### config.mk
export PLATFORM = sky130hd
export DESIGN_NAME = stride_prefetch
export DESIGN_NICKNAME = d
export VERILOG_FILES = /design/src/rtl/spf_pkg.sv /design/src/rtl/spf_table.sv /design/src/rtl/spf_fifo.sv /design/src/rtl/stride_prefetch.sv
export SDC_FILE = /design/constraint.sdc
export NUM_CORES = 1
export LEC_CHECK = 0
export ABC_AREA = 1
export BUFFER_PORTS_ARGS = -buffer_cell sky130_fd_sc_hd__clkbuf_2
export CORE_ASPECT_RATIO = 0.75
export CORE_UTILIZATION = 40
export DETAILED_ROUTE_END_ITERATION = 10
export GPL_TIMING_DRIVEN = 1
export PLACE_DENSITY = 0.6
export SETUP_SLACK_MARGIN = 0.3
export SYNTH_ARGS = -nofsm -noshare
export SYNTH_HDL_FRONTEND = slang
export SYNTH_HIERARCHICAL = 1
export SYNTH_SLANG_ARGS = --single-unit
### constraint.sdc
create_clock -name clk -period 7.1 [get_ports clk]
set_input_delay 0.355 -clock clk [delete_from_list [all_inputs] [get_ports clk]]
set_output_delay 0.355 -clock clk [all_outputs]
set_load 0.02 [all_outputs]
### src/rtl/spf_pkg.sv
`timescale 1ns/1ps
package spf_pkg;
  localparam int OFF_W    = 6;
  localparam int STRIDE_W = OFF_W + 1;
  localparam int POS_W    = OFF_W + 3;
  localparam int CONF_W   = 2;
  localparam logic [CONF_W-1:0] CONF_TOP = '1;

  typedef logic [OFF_W-1:0]           off_t;
  typedef logic signed [STRIDE_W-1:0] stride_t;
  typedef logic signed [POS_W-1:0]    pos_t;
  typedef logic [CONF_W-1:0]          conf_t;

  // signed line distance between two offsets of one region
  function automatic stride_t line_delta(input off_t now_off, input off_t prev_off);
    stride_t a, b;
    a = stride_t'({1'b0, now_off});
    b = stride_t'({1'b0, prev_off});
    return a - b;
  endfunction

  function automatic pos_t pos_of(input off_t o);
    return pos_t'({{(POS_W-OFF_W){1'b0}}, o});
  endfunction

  function automatic pos_t pos_step(input pos_t p, input stride_t s);
    pos_t ext;
    ext = {{(POS_W-STRIDE_W){s[STRIDE_W-1]}}, s};
    return p + ext;
  endfunction

  // a position lies in the region when no bit above the offset is set
  function automatic logic pos_inside(input pos_t p);
    return p[POS_W-1:OFF_W] == '0;
  endfunction

  function automatic conf_t conf_bump(input conf_t c);
    return (c == CONF_TOP) ? c : c + 1'b1;
  endfunction
endpackage

### src/rtl/spf_table.sv
`timescale 1ns/1ps
module spf_table
  import spf_pkg::*;
#(
  parameter int ADDR_W  = 20,
  parameter int ENTRIES = 4
) (
  input  logic              clk,
  input  logic              rst_n,
  input  logic              dem_valid,
  input  logic [ADDR_W-1:0] dem_line,
  output logic              dem_hit,
  output logic              fire,
  output logic              cand0_ok,
  output logic [ADDR_W-1:0] cand0_line,
  output logic              cand1_ok,
  output logic [ADDR_W-1:0] cand1_line
);
  localparam int REG_W = ADDR_W - OFF_W;
  localparam int IDX_W = (ENTRIES > 1) ? $clog2(ENTRIES) : 1;

  logic              vld_q    [ENTRIES];
  logic [REG_W-1:0]  tag_q    [ENTRIES];
  off_t              last_q   [ENTRIES];
  stride_t           stride_q [ENTRIES];
  conf_t             conf_q   [ENTRIES];
  pos_t              nxt_q    [ENTRIES];
  logic [IDX_W-1:0]  age_q    [ENTRIES];

  logic [REG_W-1:0]  dem_reg;
  off_t              dem_off;
  logic [ENTRIES-1:0] match;
  logic              hit_any;
  logic [IDX_W-1:0]  hit_idx, vic_idx, sel;
  stride_t           delta;
  logic              agree, nonzero;
  pos_t              base, c0, c1, nxt_new;
  logic              c0_in, c1_in;

  assign dem_reg = dem_line[ADDR_W-1:OFF_W];
  assign dem_off = dem_line[OFF_W-1:0];

  for (genvar g = 0; g < ENTRIES; g++) begin : g_match
    assign match[g] = vld_q[g] && (tag_q[g] == dem_reg);
  end

  always_comb begin
    hit_any = 1'b0;
    hit_idx = '0;
    vic_idx = '0;
    for (int i = 0; i < ENTRIES; i++) begin
      if (match[i]) begin
        hit_any = 1'b1;
        hit_idx = IDX_W'(i);
      end
      if (age_q[i] == IDX_W'(ENTRIES-1)) vic_idx = IDX_W'(i);
    end
  end

  assign sel     = hit_any ? hit_idx : vic_idx;
  assign delta   = line_delta(dem_off, last_q[sel]);
  assign nonzero = (delta != '0);
  assign agree   = (stride_q[sel] == '0) || (delta == stride_q[sel]);
  assign fire    = dem_valid && hit_any && nonzero && agree;
  assign dem_hit = hit_any;

  assign base    = (conf_q[sel] == '0) ? pos_step(pos_of(dem_off), delta) : nxt_q[sel];
  assign c0      = base;
  assign c1      = pos_step(base, delta);
  assign c0_in   = pos_inside(c0);
  assign c1_in   = pos_inside(c1);
  assign nxt_new = !c0_in ? c0 : (!c1_in ? c1 : pos_step(c1, delta));

  assign cand0_ok   = fire && c0_in;
  assign cand1_ok   = cand0_ok && c1_in;
  assign cand0_line = {dem_reg, c0[OFF_W-1:0]};
  assign cand1_line = {dem_reg, c1[OFF_W-1:0]};

  always_ff @(posedge clk or negedge rst_n) begin
    if (!rst_n) begin
      for (int i = 0; i < ENTRIES; i++) begin
        vld_q[i]    <= 1'b0;
        tag_q[i]    <= '0;
        last_q[i]   <= '0;
        stride_q[i] <= '0;
        conf_q[i]   <= '0;
        nxt_q[i]    <= '0;
        age_q[i]    <= IDX_W'(i);
      end
    end else if (dem_valid) begin
      for (int i = 0; i < ENTRIES; i++) begin
        if (IDX_W'(i) == sel) age_q[i] <= '0;
        else if (age_q[i] < age_q[sel]) age_q[i] <= age_q[i] + 1'b1;
      end
      if (!hit_any) begin
        vld_q[sel]    <= 1'b1;
        tag_q[sel]    <= dem_reg;
        last_q[sel]   <= dem_off;
        stride_q[sel] <= '0;
        conf_q[sel]   <= '0;
        nxt_q[sel]    <= '0;
      end else if (nonzero) begin
        last_q[sel]   <= dem_off;
        stride_q[sel] <= delta;
        if (agree) begin
          conf_q[sel] <= conf_bump(conf_q[sel]);
          nxt_q[sel]  <= nxt_new;
        end else begin
          conf_q[sel] <= '0;
        end
      end
    end
  end
endmodule

### src/rtl/spf_fifo.sv
`timescale 1ns/1ps
module spf_fifo #(
  parameter int W     = 20,
  parameter int DEPTH = 4,
  parameter int CNT_W = $clog2(DEPTH + 2)
) (
  input  logic             clk,
  input  logic             rst_n,
  input  logic             in0_v,
  input  logic [W-1:0]     in0_d,
  input  logic             in1_v,
  input  logic [W-1:0]     in1_d,
  output logic             out_v,
  input  logic             out_rdy,
  output logic [W-1:0]     out_d,
  output logic             acc0,
  output logic             acc1,
  output logic [CNT_W-1:0] cnt
);
  localparam int PTR_W = (DEPTH > 1) ? $clog2(DEPTH) : 1;

  logic [W-1:0]     mem [DEPTH];
  logic [PTR_W-1:0] wr_q, rd_q;
  logic [CNT_W-1:0] cnt_q;
  logic             pop;

  function automatic logic [PTR_W-1:0] wrap(input logic [PTR_W-1:0] p, input int n);
    int s;
    s = int'(p) + n;
    if (s >= DEPTH) s = s - DEPTH;
    return PTR_W'(s);
  endfunction

  assign acc0  = in0_v && (cnt_q < CNT_W'(DEPTH));
  assign acc1  = in1_v && ((cnt_q + CNT_W'(acc0)) < CNT_W'(DEPTH));
  assign out_v = (cnt_q != '0);
  assign out_d = mem[rd_q];
  assign pop   = out_v && out_rdy;
  assign cnt   = cnt_q;

  always_ff @(posedge clk) begin
    if (acc0) mem[wr_q] <= in0_d;
    if (acc1) mem[wrap(wr_q, int'(acc0))] <= in1_d;
  end

  always_ff @(posedge clk or negedge rst_n) begin
    if (!rst_n) begin
      wr_q  <= '0;
      rd_q  <= '0;
      cnt_q <= '0;
    end else begin
      wr_q  <= wrap(wr_q, int'(acc0) + int'(acc1));
      rd_q  <= wrap(rd_q, int'(pop));
      cnt_q <= cnt_q + CNT_W'(acc0) + CNT_W'(acc1) - CNT_W'(pop);
    end
  end
endmodule

### src/rtl/stride_prefetch.sv
`timescale 1ns/1ps
module stride_prefetch #(
  parameter int ADDR_W     = 20,
  parameter int ENTRIES    = 4,
  parameter int FIFO_DEPTH = 4
) (
  input  logic              clk,
  input  logic              rst_n,
  input  logic              dem_valid,
  input  logic [ADDR_W-1:0] dem_line,
  output logic              pf_valid,
  input  logic              pf_ready,
  output logic [ADDR_W-1:0] pf_line
);
  localparam int CNT_W = $clog2(FIFO_DEPTH + 2);

  // named internal events, observed by the bound checker
  logic              dem_hit;
  logic              pf_fire;
  logic              cand0_ok, cand1_ok;
  logic [ADDR_W-1:0] cand0_line, cand1_line;
  logic              take0, take1;
  logic [CNT_W-1:0]  fifo_cnt;

  spf_table #(.ADDR_W(ADDR_W), .ENTRIES(ENTRIES)) i_table (
    .clk       (clk),
    .rst_n     (rst_n),
    .dem_valid (dem_valid),
    .dem_line  (dem_line),
    .dem_hit   (dem_hit),
    .fire      (pf_fire),
    .cand0_ok  (cand0_ok),
    .cand0_line(cand0_line),
    .cand1_ok  (cand1_ok),
    .cand1_line(cand1_line)
  );

  spf_fifo #(.W(ADDR_W), .DEPTH(FIFO_DEPTH), .CNT_W(CNT_W)) i_fifo (
    .clk    (clk),
    .rst_n  (rst_n),
    .in0_v  (cand0_ok),
    .in0_d  (cand0_line),
    .in1_v  (cand1_ok),
    .in1_d  (cand1_line),
    .out_v  (pf_valid),
    .out_rdy(pf_ready),
    .out_d  (pf_line),
    .acc0   (take0),
    .acc1   (take1),
    .cnt    (fifo_cnt)
  );
endmodule

; ---- Word level (Yosys, flattened, before mapping)
; Memory sizes are Yosys's and may differ from the RTL's.
; Index checks and enable logic that the tools add are counted.
[word_totals]
regBits = 171
mem_bits_rw = 80
memories = 1
out_inout_bits = 21
elab_cells = 190
in_bits = 24
[op_classes]
muxes = 73
add_sub_neg = 19
n_bitwise = 9
n_lt_le_gt_ge = 11
reduce_logical = 32
eq_ne = 14
[mem_list]
columns = memory, depth, word_bits, rd, rd_ports_with_merged_regs, wr, line_no
row1 = i_fifo.mem, 4, 20, 1, 0, 2, spf_fifo.sv:22  ; logic [W-1:0] mem [DEPTH];
[op_table]
columns = op, count
row1 = $mux 36, 3
row2 = $bwmux 56, 1
row3 = $eq 14x14->1, 4
row4 = $mux 28, 2
row5 = $mux 9, 6
row6 = $mux 24, 2
row7 = $mux 2, 23
row8 = $and 36x36->36, 1
row9 = $bwmux 36, 1
row10 = $not 36->36, 1
row11 = $ge 32x4->1 const B, 1
row12 = $and 28x28->28, 1
row13 = $bwmux 28, 1
row14 = $demux 14 s2, 1
row15 = $not 28->28, 1
row16 = $bwmux 24, 1
row17 = $mux 8, 3
row18 = $mux 7, 3
row19 = $add 9x7->9, 2
row20 = $bmux 9 s2, 1
row21 = $demux 9 s2, 1
row22 = $mux 6, 3
row23 = $bmux 7 s2, 1
row24 = $demux 7 s2, 1
row25 = 41 further kinds, 93

; ---- Longest topological paths before layout
; Gate-level depths: netlist of the first run.
[depth]
depth_word = 24
depth_mapped = 51

; ---- By module
; Netlist of the first run, hierarchy kept.
[modules_own_cells]
columns = module, seq_area_each_um2, n_inst, cells_each, area_each_um2
row1 = spf_table, 4108.9, 1, 1566, 10880.4
row2 = spf_fifo, 2577.5, 1, 516, 4539.4

; ---- Least setup slack after synthesis of the first run
; Ideal clock, no wire load.
[synth_timing]
kind = in2reg
start = in dem_line[18]
end = mem i_fifo.mem[0][0] (enable)
required_ns = 6.675
setup_time_ns = 0.425
slack_ns = -0.741
arrival_ns = 7.417
n_path_buf = 5
cell_stages = 46
path_cell_list = buf_2 inv_2 nand2_1 nand2_1 nor2_1 nand2_1 nor2_1 nand2_1 nand2_2 nor2_8 nand2_8 nand2_4 buf_6 nand2_4 buf_6 inv_2 buf_2 a22oi_1 [... 10 more ...] nor3b_1 nor2b_1 inv_1 ha_1 inv_1 o21bai_1 a21oi_1 o21ai_0 xnor2_1 inv_1 nor2_1 nand2_4 nor4_1 nand2_4 inv_2 nand2_1 buf_4 o21ai_0
[synth_rtl]
columns = element, line_no
row1 = start: declaration, stride_prefetch.sv:10  ; input logic [ADDR_W-1:0] dem_line,
row2 = end: declaration, spf_fifo.sv:22

; ---- Final worst setup path of the first run
[layout_timing]
start = reg i_table/tag_q[39] (netlist name)
end = reg i_fifo.cnt_q[2] (netlist: i_fifo/cnt[2])
[layout_rtl]
columns = element, line_no
row1 = start: declaration, spf_table.sv:23  ; logic [REG_W-1:0] tag_q [ENTRIES];
row2 = start signal: indexed assignment, spf_table.sv:97  ; tag_q[sel] <= dem_reg;
row3 = $eq 14x14->1 *, spf_table.sv:44  ; assign match[g] = vld_q[g] && (tag_q[g] == dem_reg);
row4 = $logic_and 1x1->1 *, spf_table.sv:44
row5 = $mux 1, spf_table.sv:52  ; if (match[i]) begin
row6 = $mux 2 / $mux 1 (equally long branches) (2 in series), spf_table.sv:52
row7 = $mux 2 *, spf_table.sv:60  ; assign sel = hit_any ? hit_idx : vic_idx;
row8 = $not 2->3 (not written as such) *, "spf_table.sv:61, spf_table.sv:67"
row9 = $bmux 6 s2, spf_table.sv:61  ; assign delta = line_delta(dem_off, last_q[sel]);
row10 = $mux 6 (not written as such) (2 in series), spf_table.sv:61
row11 = [... 3 more ...], --
row12 = net cand0_line[3], stride_prefetch.sv:21  ; logic [ADDR_W-1:0] cand0_line, cand1_line;
row13 = $add 9x7->9 *, spf_pkg.sv:29  ; return p + ext;
row14 = $logic_not 3->1 *, spf_pkg.sv:34  ; return p[POS_W-1:OFF_W] == '0;
row15 = $logic_and 1x1->1 *, spf_table.sv:75  ; assign cand1_ok = cand0_ok && c1_in;
row16 = net cand1_ok, stride_prefetch.sv:20  ; logic cand0_ok, cand1_ok;
row17 = $logic_and 1x1->1 *, spf_fifo.sv:35  ; assign acc1 = in1_v && ((cnt_q + CNT_W'(acc0)) < CNT_W'(DEPTH));
row18 = $add 3x1->3 *, spf_fifo.sv:54  ; cnt_q <= cnt_q + CNT_W'(acc0) + CNT_W'(acc1) - CNT_W'(pop);
row19 = $sub 3x1->3 *, spf_fifo.sv:54
row20 = end signal: assignment, spf_fifo.sv:54
row21 = end: declaration, spf_fifo.sv:24  ; logic [CNT_W-1:0] cnt_q;
; The timed path passes the listed nets; every way through them passes the cells marked *. The select of a mux whose other input is x is not followed.
; A chain may end at the register's enable or synchronous reset.

==> key figures, run 1 <==
Logic synthesis
  • Avg Cell Area, Syn: 7.41 µm²
  • Mapped Area: 15400 µm²
  • Mapped Cells: about 2100
  • Synth warnings: 6
  • Syn nets: 2150

STA
  • Slew headroom: 24.3%
  • Max Clock Freq: 150 MHz
  • Final setup viols: 0
  • Final WS setup: between 0.4 and 0.5 ns
  • Final Max Slew Viols: 0
  • Final min period: 6.68 ns
  • RSZ-0062 raised after global routing: yes
  • Worst Skew: approximately 0.023 ns
  • Fin crit share: 94.1%
  • Slew @ Worst Pin: between 1 and 1.5 ns
  • Final hold vios: 0

Drt
  • DR DRC count: 0
  • Vias: between 10000 and 15000
  • Vias per cell: around 5.2
  • Wire length per cell: between 15 and 20 µm
  • Post-DRT Antenna Nets: 0
  • Initial DRT Pass Iterations: 6
  • Initial DRC Count: approximately 1400
  • Final WL: between 40000 and 50000 µm

Cells and area
  • Area grow syn2layout: 23.1%
  • Commonest non-fill, non-tap cell in the layout: nand2_1
  • Most frequent cells in the layout: nand2_1 (760), dfrtp_1 (167), nor2_1 (149)
  • Share of cells above drive strength 1: between 20% and 30%
  • Fillers: ~3600
  • Ant diodes: 0
  • Final Cell Area: about 19000 µm²
  • Final Util: roughly 50%
  • Nets: 2299

Global routing
  • Largest net degree at the start of global routing: 99
  • GRT Residual Overflow: 0
  • Grt met1 use: 36.7%
  • Total Routing Usage GR: roughly 24%
  • Initial antenna violation count: 0
  • Vias in the first global route: 13100
  • First-pass GRT wire length: about 75000 µm
  • Met3 Use GR: 4.22%
  • Met2 GRT Util: 35.9%
  • Busiest grt layer: met1

Clock network
  • Skew-Pair Late Insertion Delay: 0.58 ns
  • CTS tree: done
  • CTS H-tree lvls: 1
  • Clock buffer depth: 3
  • Root buf cell: clkbuf_16
  • CTS clock-pin slew for the worst setup and hold paths: around 0.060 ns
  • Clock buffer count from CTS: 29
  • Clk sink count: 251

Placement
  • Dpl cell area: 16800 µm²
  • Final GP Congestion: 0.955
  • Worst slack, placed: -0.300 ns
  • DPL Wire Length: between 30000 and 40000 µm
  • PortBufs: 44

Floorplan
  • Starting Density: between 40% and 50%
  • Die footprint: between 30000 and 40000 µm²
  • Core Rows: a little over 60
  • Top Ports: 45
  • Core area: 37500 µm²
  • Die height: 172 µm
  • Die width: approximately 230 µm

Power
  • Int Power: 3530 µW
  • VDD IR max: 0.000215 V
  • Fraction of power consumed by sequential logic: 28.1%
  • Total power density per cell area: about 300 nW/µm²
  • Sw power: 2140 µW
  • Pleak: 0.00924 µW
  • Sw Ratio: 37.8%
  • Comb pwr share: 44.3%
  • Clock group share of total power: between 20% and 30%

Worst setup path
  • Slowest stage delay, CP: 0.59 ns
  • Worst flop-to-flop path startpoint: i_table/tag_q[39]
  • Origin of the worst setup path: i_table/tag_q[39]
  • Worst flop-to-flop path endpoint: i_fifo/cnt[2]
  • Startpoint types: register
  • Slowest CP cell: fa_2
  • R2R Setup Slk: 0.42 ns
  • Crit end category: register
  • Crit path top cell by count: nand2_1
  • Crit Path Class: register to register
  • Worst Reg2Reg Path Length in Cells: between 40 and 50
  • Worst Path Arrival: 7.15 ns
  • Worst endpoint required time: 7.57 ns
  • CP Max Fanout: 6
  • Critical Path End: i_fifo/cnt[2]

Job
  • Max Cap Viol: 0

Min path
  • Hold Crit Class: input pin to register

Outcome
  • Status: complete, no violations
final cells by class:
cell class              count  area, µm²  area share [%]
multi-input cells        1548       8090            42.6
well taps                 504        631            3.32
clock buffers              44        885            4.66
inverters                 187        723            3.81
repair buffers            213       1850            9.74
flip-flops and latches    251       6690            35.2
clock inverters             9        119           0.626
per-stage QoR:
stage / instances / TNS, ns / hold slack, ns / total power (µW)
6_report: 2756 / 0 / 0.125 / 5670
5_1_grt: 2756 / 0 / 0.138 / 6010
3_5_place_dp: 2653 / -35.59 / 0.458 / 3780
3_3_place_gp: 2653 / -20.67 / 0.454 / 3760
4_1_cts: 2721 / 0 / 0.0924 / 5420
2_1_floorplan: 2081 / 0 / 0.0594 / 3000
worst max-delay path: cells and delay by family (launching register included):
family | cells | cell delay [ns]
DFF | 1 | 0.39
AOI/OAI and AO/OA | 7 | 1.02
buffers and inverters | 8 | 0.65
adders and majority gates | 4 | 1.49
xor gates and xnor gates | 4 | 0.62
and+or+nand+nor | 21 | 2.40
flip-flops by register name, summed over array words and instances, names as in the netlist:
signal	count
i_fifo/rd_q	2
i_fifo/wr_q	2
i_fifo/mem	80
i_table/stride_q	28
i_table/nxt_q	36
i_table/vld_q	4
i_table/last_q	24
i_table/conf_q	8
i_fifo/cnt	3
i_table/tag_q	56
i_table/age_q	8
layer usage:
layer  part of all wire [%]  routed length, µm
met3                    8.9               4440
met4                    1.6                784
met1                     47              23300
met5                      0                  0
met2                     43              21200
power groups by stage:
stage / registers [µW] / clock network (µW) / logic, µW
after global placement: 1620 / 0 / 2140
after detailed placement: 1620 / 0 / 2160
after CTS: 1590 / 1600 / 2230
final: 1590 / 1560 / 2510
after floorplan: 1610 / 0 / 1380
after global routing: 1600 / 1640 / 2760
worst min-delay path by stage:
stage                         start                    to  slack [ns]  depth (start not counted)
2_1_floorplan                 rst_n         i_fifo/cnt[0]        0.06                          0
3_3_place_gp   i_table/stride_q[16]  i_table/stride_q[16]        0.45                          2
3_5_place_dp   i_table/stride_q[24]  i_table/stride_q[24]        0.46                          2
4_1_cts                 dem_line[0]    i_table/last_q[12]        0.09                          3
5_1_grt                 dem_line[0]    i_table/last_q[12]        0.14                          3
6_report                dem_line[0]    i_table/last_q[12]        0.12                          3
what timing repair did:
action / CTS / global route
hold buffers: 1 / 0
gates resized for setup: 32 / 134
setup buffers: 14 / 23
gates cloned: 0 / 12
endpoints found under the setup margin: 166 / 185
hold endpoints to repair: 93 / 0
pin swaps: 19 / 59
No activity file was read; power rests on OpenSTA's default activity.
==> run 2: changes to the inputs <==
--- a/config.mk
+++ b/config.mk
@@ -12,6 +12,7 @@
 export DETAILED_ROUTE_END_ITERATION = 10
 export GPL_TIMING_DRIVEN = 1
 export PLACE_DENSITY = 0.6
+export REMOVE_ABC_BUFFERS = 1
 export SETUP_SLACK_MARGIN = 0.3
 export SYNTH_ARGS = -nofsm -noshare
 export SYNTH_HDL_FRONTEND = slang
==> key figures, run 2 (synthesized netlist as in run 1, its figures left out) <==
Cells and area
  • Share of cells above drive strength 1: 18.4% (-2.1 points)
  • Biggest register: i_fifo/mem
  • Largest register FFs: 80 (unchanged)
  • Area grow syn2layout: 19.2%
  • Commonest non-fill, non-tap cell in the layout: nand2_1
  • Most frequent cells in the layout: nand2_1 (776), dfrtp_1 (167), nor2_1 (154)
  • Nets: 2274 (-1.1%)
  • Biggest regs: i_fifo/mem (80), i_table/tag_q (56), i_table/nxt_q (36)
  • Fillers: 3655 (+0.38%)
  • Final Non-Filler Cells: 2732 (-0.87%)

Placement
  • Placed cell count: 2666 (+0.49%)
  • Final GP Congestion: 0.901 (-5.7%)
  • PortBufs: 44 (unchanged)
  • DPL Wire Length: 32100 µm (-5.7%)
  • Worst slack, placed: -0.376 ns (-0.0760 ns)

Power
  • VDD IR max: 0.000199 V (-7.7%)
  • Comb pwr share: 43.7% (-0.6 points)
  • Sw power: 2060 µW (-4.0%)
  • Total design power: 5480 µW (-3.4%)
  • Sw Ratio: 37.5% (-0.23 points)
  • Total power density per cell area: 298 nW/µm² (-0.28%)
  • Int Power: 3420 µW (-3.1%)
  • Pleak: 0.00897 µW (-2.9%)
  • Clock group share of total power: 26.9% (-0.7 points)
  • Fraction of power consumed by sequential logic: 29.4% (+1.3 points)

Worst setup path
  • Crit end category: register
  • Family with the most delay on the worst path: simple AND/OR/NAND/NOR gates
  • Crit Path Class: register to register
  • Worst Path Arrival: 7.01 ns (-0.14 ns)
  • Critical path buffers and inverters: 10 (+2)
  • Worst endpoint required time: 7.53 ns (-0.04 ns)
  • Crit path top cell by count: nand2_1
  • Slowest CP cell: dfrtp_1
  • Slowest stage delay, CP: 0.40 ns (-0.19 ns)
  • CP Max Fanout: 7 (+1)
  • Startpoint types: register

STA
  • RSZ-0062 raised after global routing: yes
  • Final setup viols: 0 (unchanged)
  • Fin crit share: 92.7% (-1.4 points)
  • Max Clock Freq: 152 MHz (+1.6%)
  • Worst Skew: 0.0280 ns (+0.00551 ns)
  • Final WS setup: 0.519 ns (+0.102 ns)
  • Final Max Slew Viols: 0 (unchanged)
  • Hold_ws: 0.134 ns (+0.00990 ns)
  • Final min period: 6.58 ns (-0.102 ns)
  • Slew headroom: 27.0% (+2.8 points)
  • Final hold vios: 0 (unchanged)
  • Slew @ Worst Pin: 1.08 ns (-0.0490 ns)

Drt
  • Post-DRT Antenna Nets: 0 (unchanged)
  • Initial DRC Count: 1394 (-1.1%)
  • Vias per cell: 5.16 (-1.5%)
  • DR DRC count: 0 (unchanged)
  • Initial DRT Pass Iterations: 6 (unchanged)
  • Wire length per cell: 17.0 µm (-5.5%)
  • Final WL: 46600 µm (-6.3%)
  • Vias: 14100 (-2.4%)

Floorplan
  • Die height: 172 µm (unchanged)
  • Starting Density: 41.1% (unchanged)
  • Die footprint: 39300 µm² (unchanged)
  • Die width: 229 µm (unchanged)
  • Core Rows: 61 (unchanged)
  • Core area: 37500 µm² (unchanged)
  • Top Ports: 45 (unchanged)

Global routing
  • First-pass GRT wire length: 72200 µm (-3.3%)
  • Vias in the first global route: 12900 (-1.7%)
  • Total Routing Usage GR: 23.3% (-1.0 points)
  • GRT Residual Overflow: 0 (unchanged)
  • Busiest grt layer: met2
  • Largest net degree at the start of global routing: 100 (+1.0%)
  • Met2 GRT Util: 35.0% (-0.93 points)
  • Met3 Use GR: 3.94% (-0.28 points)
  • Grt met1 use: 34.9% (-1.8 points)
  • Initial antenna violation count: 1 (+1)

Clock network
  • CTS clock-pin slew for the worst setup and hold paths: 0.06 ns (about the same)
  • CTS tree: done
  • CTS H-tree lvls: 1 (unchanged)
  • Root buf cell: clkbuf_16
  • Clock buffer depth: 3 (unchanged)
  • Clock buffer count from CTS: 28 (-3.4%)
  • Skew-Pair Late Insertion Delay: 0.57 ns (about the same)
  • Clk sink count: 251 (unchanged)

Outcome
  • Status: complete, no violations

Job
  • Max Cap Viol: 0 (unchanged)

Min path
  • Hold Crit Class: input pin to register
[run 2: cell types whose count changed in the layout (fill, tap and decap cells not counted), sizes merged]
| cell | before | now |
|---|---|---|
| diode | 0 | 1 |
| inv | 186 | 187 |
| clkinv | 5 | 7 |
| buf | 161 | 143 |
| clkbuf | 95 | 85 |
[run 2: timing repair]
action | CTS | global route
setup buffers | 0 | 10
hold endpoints to repair | 94 | 0
gates resized for setup | 10 | 122
hold buffers | 1 | 0
pin swaps | 0 | 66
gates cloned | 0 | 2
setup endpoints to repair | 166 | 180
[run 2: area by class of cell]
type	instances	area [µm²]	share of cell area, %
Multi-Input combinational cell	1548	7940	43.2
Sequential cell	251	6690	36.4
Timing Repair Buffer	189	1470	8.02
Clock buffer	40	807	4.39
Inverter	187	717	3.90
Tap cell	504	631	3.43
Clock inverter	12	123	0.667
Antenna cell	1	2.50	0.0136
[run 2: power groups by stage]
stage / Combinational [µW] / Clock (µW) / Sequential (µW)
floorplan: 1280 / 0 / 1640
CTS: 2170 / 1510 / 1610
detailed placement: 2150 / 0 / 1640
finish: 2400 / 1470 / 1610
global placement: 2120 / 0 / 1640
global route: 2630 / 1560 / 1620
[run 2: tightest hold or removal path: stages]
cell and delay, ns:
clkbuf_2 0.15, nand2_1 0.07, o21ai_0 0.08
[run 2: stage by stage]
stage          cell area (µm²)  setup TNS (ns)  utilization, %
2_1_floorplan            14800         -123.74               -
3_3_place_gp             16800         -0.0821            44.7
3_5_place_dp             16800          -40.71            44.7
4_1_cts                  17700               0            47.3
5_1_grt                  18400               0            49.1
6_report                 18400               0            49.1
[run 2: routing by layer]
| layer | wire, µm | share of wire, % | vias to the layer above |
|---|---|---|---|
| met4 | 873 | 1.9 | 0 |
| li1 | - | - | 6946 |
| met3 | 3240 | 7.0 | 56 |
| met1 | 22600 | 49 | 6655 |
| met2 | 19800 | 43 | 443 |
| met5 | 0 | 0 | - |
[run 2: final timing paths]
| check | startpoint | endpoint | slack [ns] | cells past startpoint |
|---|---|---|---|---|
| worst min register to register | i_table/stride_q[5] | i_table/stride_q[5] | 0.47 | 2 |
| worst max-delay path | i_table/tag_q[17] | i_fifo/cnt[2] | 0.52 | 45 |
| max in group asynchronous | rst_n | i_table/tag_q[14] | 5.03 | 3 |
| worst min-delay path | dem_line[0] | i_table/last_q[12] | 0.13 | 3 |
| worst max register to register | i_table/tag_q[17] | i_fifo/cnt[2] | 0.52 | 45 |
| min in group asynchronous | rst_n | i_table/tag_q[19] | 0.49 | 2 |
